`src/rtl/bank_irq_pkg.sv`:
```
package bank_irq_pkg;

  typedef enum logic [1:0] {
    SRC_MAIN = 2'd0,
    SRC_SOFT = 2'd1,
    SRC_GPIO = 2'd2
  } src_class_e;

  typedef struct packed {
    logic       valid;
    src_class_e cls;
    logic [6:0] idx;
  } irq_vec_t;

  // Bus view of the vector: valid at 31, class at 9:8, index at 6:0.
  function automatic logic [31:0] vec_word(irq_vec_t v);
    return {v.valid, 21'd0, v.cls, 1'b0, v.idx};
  endfunction

endpackage

```
`src/rtl/irq_lsb_pick.sv`:
```
module irq_lsb_pick #(
  parameter int W  = 32,
  parameter int IW = $clog2(W)
) (
  input  logic [W-1:0]  req,
  output logic          any,
  output logic [IW-1:0] idx
);
  always_comb begin
    any = |req;
    idx = '0;
    for (int i = W - 1; i >= 0; i--) begin
      if (req[i]) idx = IW'(i);
    end
  end
endmodule

```
`src/rtl/irq_rst_sync.sv`:
```
module irq_rst_sync (
  input  logic clk,
  input  logic rst_n,
  output logic rst_sync_n
);
  logic stage_q;

  always_ff @(posedge clk or negedge rst_n) begin
    if (!rst_n) begin
      stage_q    <= 1'b0;
      rst_sync_n <= 1'b0;
    end else begin
      stage_q    <= 1'b1;
      rst_sync_n <= stage_q;
    end
  end
endmodule

```
`src/rtl/irq_bank_slice.sv`:
```
module irq_bank_slice #(
  parameter int W        = 32,
  parameter bit HAS_CASC = 1'b0,
  parameter int CASC_BIT = 0,
  parameter int BW       = $clog2(W)
) (
  input  logic [W-1:0]  src_lvl,
  input  logic          casc_sum,
  input  logic [W-1:0]  en_a,
  input  logic [W-1:0]  en_b,
  output logic [W-1:0]  status,
  output logic [W-1:0]  pend_a,
  output logic [W-1:0]  pend_b,
  output logic          casc_hit,
  output logic          ord_any,
  output logic [BW-1:0] ord_idx
);
  logic [W-1:0] ord_req;

  always_comb begin
    status = src_lvl;
    if (HAS_CASC) status[CASC_BIT] = casc_sum;
  end

  assign pend_a = status & en_a;
  assign pend_b = status & en_b;

  always_comb begin
    ord_req  = pend_a;
    casc_hit = 1'b0;
    if (HAS_CASC) begin
      casc_hit          = pend_a[CASC_BIT];
      ord_req[CASC_BIT] = 1'b0;
    end
  end

  irq_lsb_pick #(.W(W), .IW(BW)) u_pick (
    .req (ord_req),
    .any (ord_any),
    .idx (ord_idx)
  );
endmodule

```
`src/rtl/bank_irq_regs.sv`:
```
module bank_irq_regs #(
  parameter int NB   = 3,
  parameter int W    = 32,
  parameter int SW_W = 32
) (
  input  logic          clk,
  input  logic          rst_n,
  input  logic          bus_sel,
  input  logic          bus_wr,
  input  logic [3:0]    bus_addr,
  input  logic [W-1:0]  bus_wdata,
  output logic [W-1:0]  en_a [NB],
  output logic [W-1:0]  en_b [NB],
  output logic [SW_W-1:0] sw_req,
  output logic [SW_W-1:0] sw_en
);
  // addr[3:2] picks the group, addr[1:0] the bank or the item.
  localparam logic [1:0] GRP_EN_A = 2'd1;
  localparam logic [1:0] GRP_EN_B = 2'd2;
  localparam logic [1:0] GRP_MISC = 2'd3;

  logic       wr_hit;
  logic [1:0] grp;
  logic [1:0] item;
  logic       ld_sw, ld_swen;

  assign wr_hit  = bus_sel & bus_wr;
  assign grp     = bus_addr[3:2];
  assign item    = bus_addr[1:0];
  assign ld_sw   = wr_hit && grp == GRP_MISC && item == 2'd0;
  assign ld_swen = wr_hit && grp == GRP_MISC && item == 2'd1;

  for (genvar b = 0; b < NB; b++) begin : g_en
    logic ld_a, ld_b;
    assign ld_a = wr_hit && grp == GRP_EN_A && int'(item) == b;
    assign ld_b = wr_hit && grp == GRP_EN_B && int'(item) == b;

    always_ff @(posedge clk or negedge rst_n) begin
      if (!rst_n)    en_a[b] <= '0;
      else if (ld_a) en_a[b] <= bus_wdata;
    end

    always_ff @(posedge clk or negedge rst_n) begin
      if (!rst_n)    en_b[b] <= '0;
      else if (ld_b) en_b[b] <= bus_wdata;
    end
  end

  always_ff @(posedge clk or negedge rst_n) begin
    if (!rst_n)     sw_req <= '0;
    else if (ld_sw) sw_req <= bus_wdata[SW_W-1:0];
  end

  always_ff @(posedge clk or negedge rst_n) begin
    if (!rst_n)       sw_en <= '0;
    else if (ld_swen) sw_en <= bus_wdata[SW_W-1:0];
  end
endmodule

```
`src/rtl/bank_irq_agg.sv`:
```
module bank_irq_agg
  import bank_irq_pkg::*;
#(
  parameter int NB        = 3,
  parameter int W         = 32,
  parameter int SUB_W     = 32,
  parameter int SW_BANK   = 0,
  parameter int SW_BIT    = 5,
  parameter int GPIO_BANK = 1,
  parameter int GPIO_BIT  = 12
) (
  input  logic            clk,
  input  logic            rst_n,
  input  logic [NB*W-1:0] src_lvl,
  input  logic [SUB_W-1:0] gpio_stat,
  input  logic [SUB_W-1:0] gpio_mask,
  input  logic            bus_sel,
  input  logic            bus_wr,
  input  logic [3:0]      bus_addr,
  input  logic [W-1:0]    bus_wdata,
  output logic [W-1:0]    bus_rdata,
  output logic            irq_a,
  output logic            irq_b
);
  localparam int NBW = NB * W;
  localparam int BW  = $clog2(W);
  localparam int SBW = $clog2(SUB_W);

  logic rst_sync_n;

  logic [W-1:0]     en_a   [NB];
  logic [W-1:0]     en_b   [NB];
  logic [W-1:0]     status [NB];
  logic [W-1:0]     pend_a [NB];
  logic [W-1:0]     pend_b [NB];
  logic [NB-1:0]    casc_hit;
  logic [NB-1:0]    ord_any;
  logic [BW-1:0]    ord_idx [NB];
  logic [NBW-1:0]   pend_a_flat, pend_b_flat;
  logic [SUB_W-1:0] sw_req, sw_en, sw_pend, gpio_pend;
  logic             sw_any, gpio_any;
  logic [SBW-1:0]   sw_idx, gpio_idx;

  irq_vec_t vec_d, vec_q;
  logic     irq_a_d, irq_b_d;

  irq_rst_sync u_rst (
    .clk        (clk),
    .rst_n      (rst_n),
    .rst_sync_n (rst_sync_n)
  );

  bank_irq_regs #(.NB(NB), .W(W), .SW_W(SUB_W)) u_regs (
    .clk       (clk),
    .rst_n     (rst_sync_n),
    .bus_sel   (bus_sel),
    .bus_wr    (bus_wr),
    .bus_addr  (bus_addr),
    .bus_wdata (bus_wdata),
    .en_a      (en_a),
    .en_b      (en_b),
    .sw_req    (sw_req),
    .sw_en     (sw_en)
  );

  // Secondary groups: software requests and the GPIO sub-controller.
  assign sw_pend   = sw_req & sw_en;
  assign gpio_pend = gpio_stat & gpio_mask;

  irq_lsb_pick #(.W(SUB_W), .IW(SBW)) u_sw_pick (
    .req (sw_pend),
    .any (sw_any),
    .idx (sw_idx)
  );

  irq_lsb_pick #(.W(SUB_W), .IW(SBW)) u_gpio_pick (
    .req (gpio_pend),
    .any (gpio_any),
    .idx (gpio_idx)
  );

  for (genvar b = 0; b < NB; b++) begin : g_bank
    localparam bit IS_SW   = (b == SW_BANK);
    localparam bit IS_GPIO = (b == GPIO_BANK);
    localparam bit HAS     = IS_SW || IS_GPIO;
    localparam int CBIT    = IS_SW ? SW_BIT : (IS_GPIO ? GPIO_BIT : 0);

    logic casc_sum;
    assign casc_sum = IS_SW ? sw_any : (IS_GPIO ? gpio_any : 1'b0);

    irq_bank_slice #(.W(W), .HAS_CASC(HAS), .CASC_BIT(CBIT), .BW(BW)) u_slice (
      .src_lvl  (src_lvl[b*W +: W]),
      .casc_sum (casc_sum),
      .en_a     (en_a[b]),
      .en_b     (en_b[b]),
      .status   (status[b]),
      .pend_a   (pend_a[b]),
      .pend_b   (pend_b[b]),
      .casc_hit (casc_hit[b]),
      .ord_any  (ord_any[b]),
      .ord_idx  (ord_idx[b])
    );

    assign pend_a_flat[b*W +: W] = pend_a[b];
    assign pend_b_flat[b*W +: W] = pend_b[b];
  end

  // Priority: lowest bank wins; within a bank the merged group goes first.
  always_comb begin
    vec_d = '0;
    for (int b = NB - 1; b >= 0; b--) begin
      if (casc_hit[b]) begin
        vec_d.valid = 1'b1;
        if (b == SW_BANK) begin
          vec_d.cls = SRC_SOFT;
          vec_d.idx = 7'(sw_idx);
        end else begin
          vec_d.cls = SRC_GPIO;
          vec_d.idx = 7'(gpio_idx);
        end
      end else if (ord_any[b]) begin
        vec_d.valid = 1'b1;
        vec_d.cls   = SRC_MAIN;
        vec_d.idx   = 7'(b * W + int'(ord_idx[b]));
      end
    end
  end

  assign irq_a_d = |pend_a_flat;
  assign irq_b_d = |pend_b_flat;

  always_ff @(posedge clk or negedge rst_sync_n) begin
    if (!rst_sync_n) begin
      irq_a <= 1'b0;
      irq_b <= 1'b0;
      vec_q <= '0;
    end else begin
      irq_a <= irq_a_d;
      irq_b <= irq_b_d;
      vec_q <= vec_d;
    end
  end

  // Register read port.
  always_comb begin
    bus_rdata = '0;
    if (bus_sel && !bus_wr) begin
      unique case (bus_addr[3:2])
        2'd0: for (int b = 0; b < NB; b++)
                if (int'(bus_addr[1:0]) == b) bus_rdata = status[b];
        2'd1: for (int b = 0; b < NB; b++)
                if (int'(bus_addr[1:0]) == b) bus_rdata = en_a[b];
        2'd2: for (int b = 0; b < NB; b++)
                if (int'(bus_addr[1:0]) == b) bus_rdata = en_b[b];
        2'd3: begin
          case (bus_addr[1:0])
            2'd0:    bus_rdata = W'(sw_req);
            2'd1:    bus_rdata = W'(sw_en);
            2'd2:    bus_rdata = W'(vec_word(vec_q));
            default: bus_rdata = '0;
          endcase
        end
        default: bus_rdata = '0;
      endcase
    end
  end
endmodule

```
`config.mk`:
```
export PLATFORM = sky130hd
export DESIGN_NAME = bank_irq_agg
export DESIGN_NICKNAME = d
export VERILOG_FILES = /design/src/rtl/bank_irq_pkg.sv /design/src/rtl/irq_lsb_pick.sv /design/src/rtl/irq_rst_sync.sv /design/src/rtl/irq_bank_slice.sv /design/src/rtl/bank_irq_regs.sv /design/src/rtl/bank_irq_agg.sv
export SDC_FILE = /design/constraint.sdc
export NUM_CORES = 1
export LEC_CHECK = 0
export BUFFER_PORTS_ARGS = -buffer_cell sky130_fd_sc_hd__buf_2
export CORE_MARGIN = 2
export CORE_UTILIZATION = 39
export CTS_BUF_LIST = sky130_fd_sc_hd__clkbuf_8 sky130_fd_sc_hd__clkbuf_16
export CTS_CLUSTER_SIZE = 25
export DETAILED_ROUTE_END_ITERATION = 12
export GPL_TIMING_DRIVEN = 0
export SYNTH_ARGS = -nofsm -noshare
export SYNTH_HDL_FRONTEND = slang
export SYNTH_SLANG_ARGS = --single-unit
```
`constraint.sdc`:
```
create_clock -name clk -period 7.6 [get_ports clk]
set_input_delay 0.76 -clock clk [delete_from_list [all_inputs] [get_ports clk]]
set_output_delay 0.76 -clock clk [all_outputs]
set_load 0.005 [all_outputs]
```
==> impl_metrics.ini <==
[placement]
placed_cell_area_um2 = 18220
port_buffers = 229
dp_hpwl_um = 64130
gp_congestion = 1.034

[routing]
firstDrtPassIters = 6
num_vias = 16180
drt_iter0_drc = 2433
antenna_left = 0
post-route-drc-count = 0
wl_um = 82840
post_drt_wl_per_cell_um = 34.72
viasPerCell = 6.782

[hold_path]
hp-class = register to asynchronous set/reset pin

[clock_tree]
clkSlewWorstSetupHoldPaths_ns = 0.06
clock_sinks = 270
cts_root_buf = clkbuf_16
cts_tree = done
ctsHoldBuffers = 1
cts_resized = 0
post_cts_buffers = 0
cts_buffer_depth = 3
clock_latency_ns = 0.61
htree_levels = 1
cts_buffers = 31

[logic_synthesis]
ys_ff_latch = 270
synth_area_um2 = 16250
synth_cell_types = 68
yosysWarnings = 0
synth-edff-count = 0
ys_async_sr_fraction_pct = 100.0
synth_seq_area_share_pct = 41.58
synthFlopType = dfrtp_1
postSynthAreaPerCell_um2 = 10.42
synth_nets = 1759
syn_inst = 1559

[layout]
drive_above_1_share_pct = 31.48
syn_to_final_growth_pct = 18.89
num-nets-final = 2029
fin_area_um2 = 19320
utilization_pct = 47.10
fillCellCount = 3975
seq_area_um2 = 6760
multi_input_area_um2 = 9149
final_common_cell = dfrtp_1
mostFrequentLayoutCells = dfrtp_1 (269), mux2_2 (257), buf_2 (244)

[setup_path]
critPathBufInv = 5
cp-start-kind = primary input
cp_max_fo = 10
timing.critical_path.mode_cell = buf_2
worstPathCellList = buf_2 -> clkinv_1 -> nor2_1 -> clkbuf_1 -> buf_1 -> nand2_1 -> o21ai_0 -> a22oi_1 -> nor3_1 -> buf_2
cp_top_family = buffers and inverters
cp_slowest_cell = buf_1
path_class = primary input to output port
worstPathRequired_ns = 6.84
max_stage_delay_ns = 0.86
critPathArrivalTime_ns = 4.50
end_kind = output port

[sta]
setup_viol = 0
slew_headroom_pct = 0.9296
period_needed_ns = 5.259
finalClockSkew_ns = 0.01590
period_share_pct = 69.20
clock.fmax_ghz = 0.1901
hold_viol_final = 0
rsz0062_at_grt = false
drv_slew = 0
tightest_slew_ns = 1.486
setup_tns_ns = 0

[power_and_ir_drop]
p_comb_share_pct = 28.0
pwr_density_cell_nw_per_um2 = 268.2
ir_drop_uv = 179.3
leakagePower_nw = 8.581
clkPwrFrac_pct = 31.6
power_mw = 5.181
power_switching_mw = 1.921
power_frac_seq_pct = 40.4
p_int_mw = 3.259
power.share.switching_pct = 37.09

[floorplanning]
dieArea_um2 = 43320
start_util_pct = 39.62
rows = 74
die_h_um = 208.1
io_pins = 234
die_x_um = 208.1
core_area_um2 = 41020

[global_routing]
gr-total-overflow = 0
grt_pass1_wl_um = 115500
antenna_found_initial = 3
track_usage_pct = 37.37
grt_max_degree = 72
grt_pass1_vias = 15610

[outcome]
violations = max-capacitance violations
status = finished, violations left

[flow_run]
maxCapViolCount = 1
## cell type report
type                            count  share of cell area, %
Clock buffer                       36                  4.371
Timing Repair Buffer              237                  6.671
Sequential cell                   270                  34.99
Tap cell                          532                  3.445
Multi-Input combinational cell   1197                  47.35
Inverter                            8                 0.1554
Antenna cell                        2                0.02591
Clock inverter                     20                  1.256
Buffer                             84                  1.729
## logic make-up after synthesis
kind of cell	count (synthesis)	synth area share [%]
compound gates	485	20.80
buf+inv	92	2.240
flops	270	41.58
mux	381	25.45
other cells	1	0.02308
simple gates	330	9.901
## cells in the mapped netlist, types with 4 or more instances
cell        n  area share (%)
a21boi_0    4            0.18
a22oi_1   111             5.1
a31oi_1    12            0.46
nor4_1      8            0.31
buf_2      15            0.46
and2_1      7            0.27
o2111a_1    7            0.49
mux2i_1   123             7.6
nand2b_1    6            0.23
o221ai_1   22             1.2
a22o_1     27             1.5
o22ai_1     9            0.35
o211ai_1   25             1.2
and4_1     15            0.81
nor2_1     65             1.5
mux2_2    257              18
inv_1       6            0.14
nor3_1      9            0.28
a21oi_1   103             3.2
a32o_1     11            0.68
a222oi_1    5            0.31
nor2b_1     6            0.23
o31ai_1     5            0.23
a221oi_1   22             1.2
nand2_1   140             3.2
clkbuf_1   50             1.2
o21ai_0    80             2.5
a32oi_1    11            0.59
nand3_1    25            0.77
dfrtp_1   270              42
nand4_1    29             1.1
buf_1      19            0.44
## routing by layer
metal | global-route usage, % | routed length (µm)
met5 | 0 | 40
met4 | 19.33 | 5256
met3 | 9.117 | 9202
met2 | 54.49 | 34380
met1 | 51.43 | 33960
## stage by stage
stage / setup slack (ns) / hold slack (ns) / instances
global route: 2.437 / 0.1855 / 2384
floorplan: 3.174 / 0.3311 / 1559
global placement: 1.369 / 0.3354 / 2320
detailed placement: 2.645 / 0.1712 / 2327
finish: 2.341 / 0.1734 / 2386
CTS: 2.602 / 0.1767 / 2384
## power by group through the flow
stage               clock network (mW)  logic [mW]  registers (mW)
floorplan                            0       0.820            1.95
global placement                     0        1.33            2.11
detailed placement                   0        1.39            2.09
CTS                               1.64        1.39            2.07
global route                      1.70        1.50            2.11
finish                            1.64        1.45            2.09
## worst paths after layout
path | start | to | slack, ns | depth (start not counted)
min reg2reg | u_rst.rst_sync_n | u_regs.sw_en[19] | 0.17 | 0
max | bus_addr[1] | bus_rdata[5] | 2.34 | 10
max reg2reg | u_regs.sw_en[31] | vec_q[0] | 4.25 | 7
max in group asynchronous | u_rst.rst_sync_n | u_regs.en_b[1] | 6.41 | 2
min in group clk | u_rst.stage_q | u_rst.rst_sync_n | 0.35 | 0
min | u_rst.rst_sync_n | u_regs.sw_en[19] | 0.17 | 0
## flip-flops by register name (all words and copies together) (netlist names)
register / flops
irq_a: 1
u_rst.rst_sync_n: 1
u_rst.stage_q: 1
u_regs.en_b: 96
u_regs.en_a: 96
irq_b: 1
u_regs.sw_req: 32
vec_q: 10
u_regs.sw_en: 32
## worst register-to-register path: stages, from the launching register on
cell      delay, ns
dfrtp_1        0.43
nand2_1        0.09
a21oi_1        0.09
o21ai_0        0.49
a31oi_1        0.42
o311ai_0       1.21
a221oi_1       0.18
a2111o_1       0.34
(Power assumes the default switching activity.)
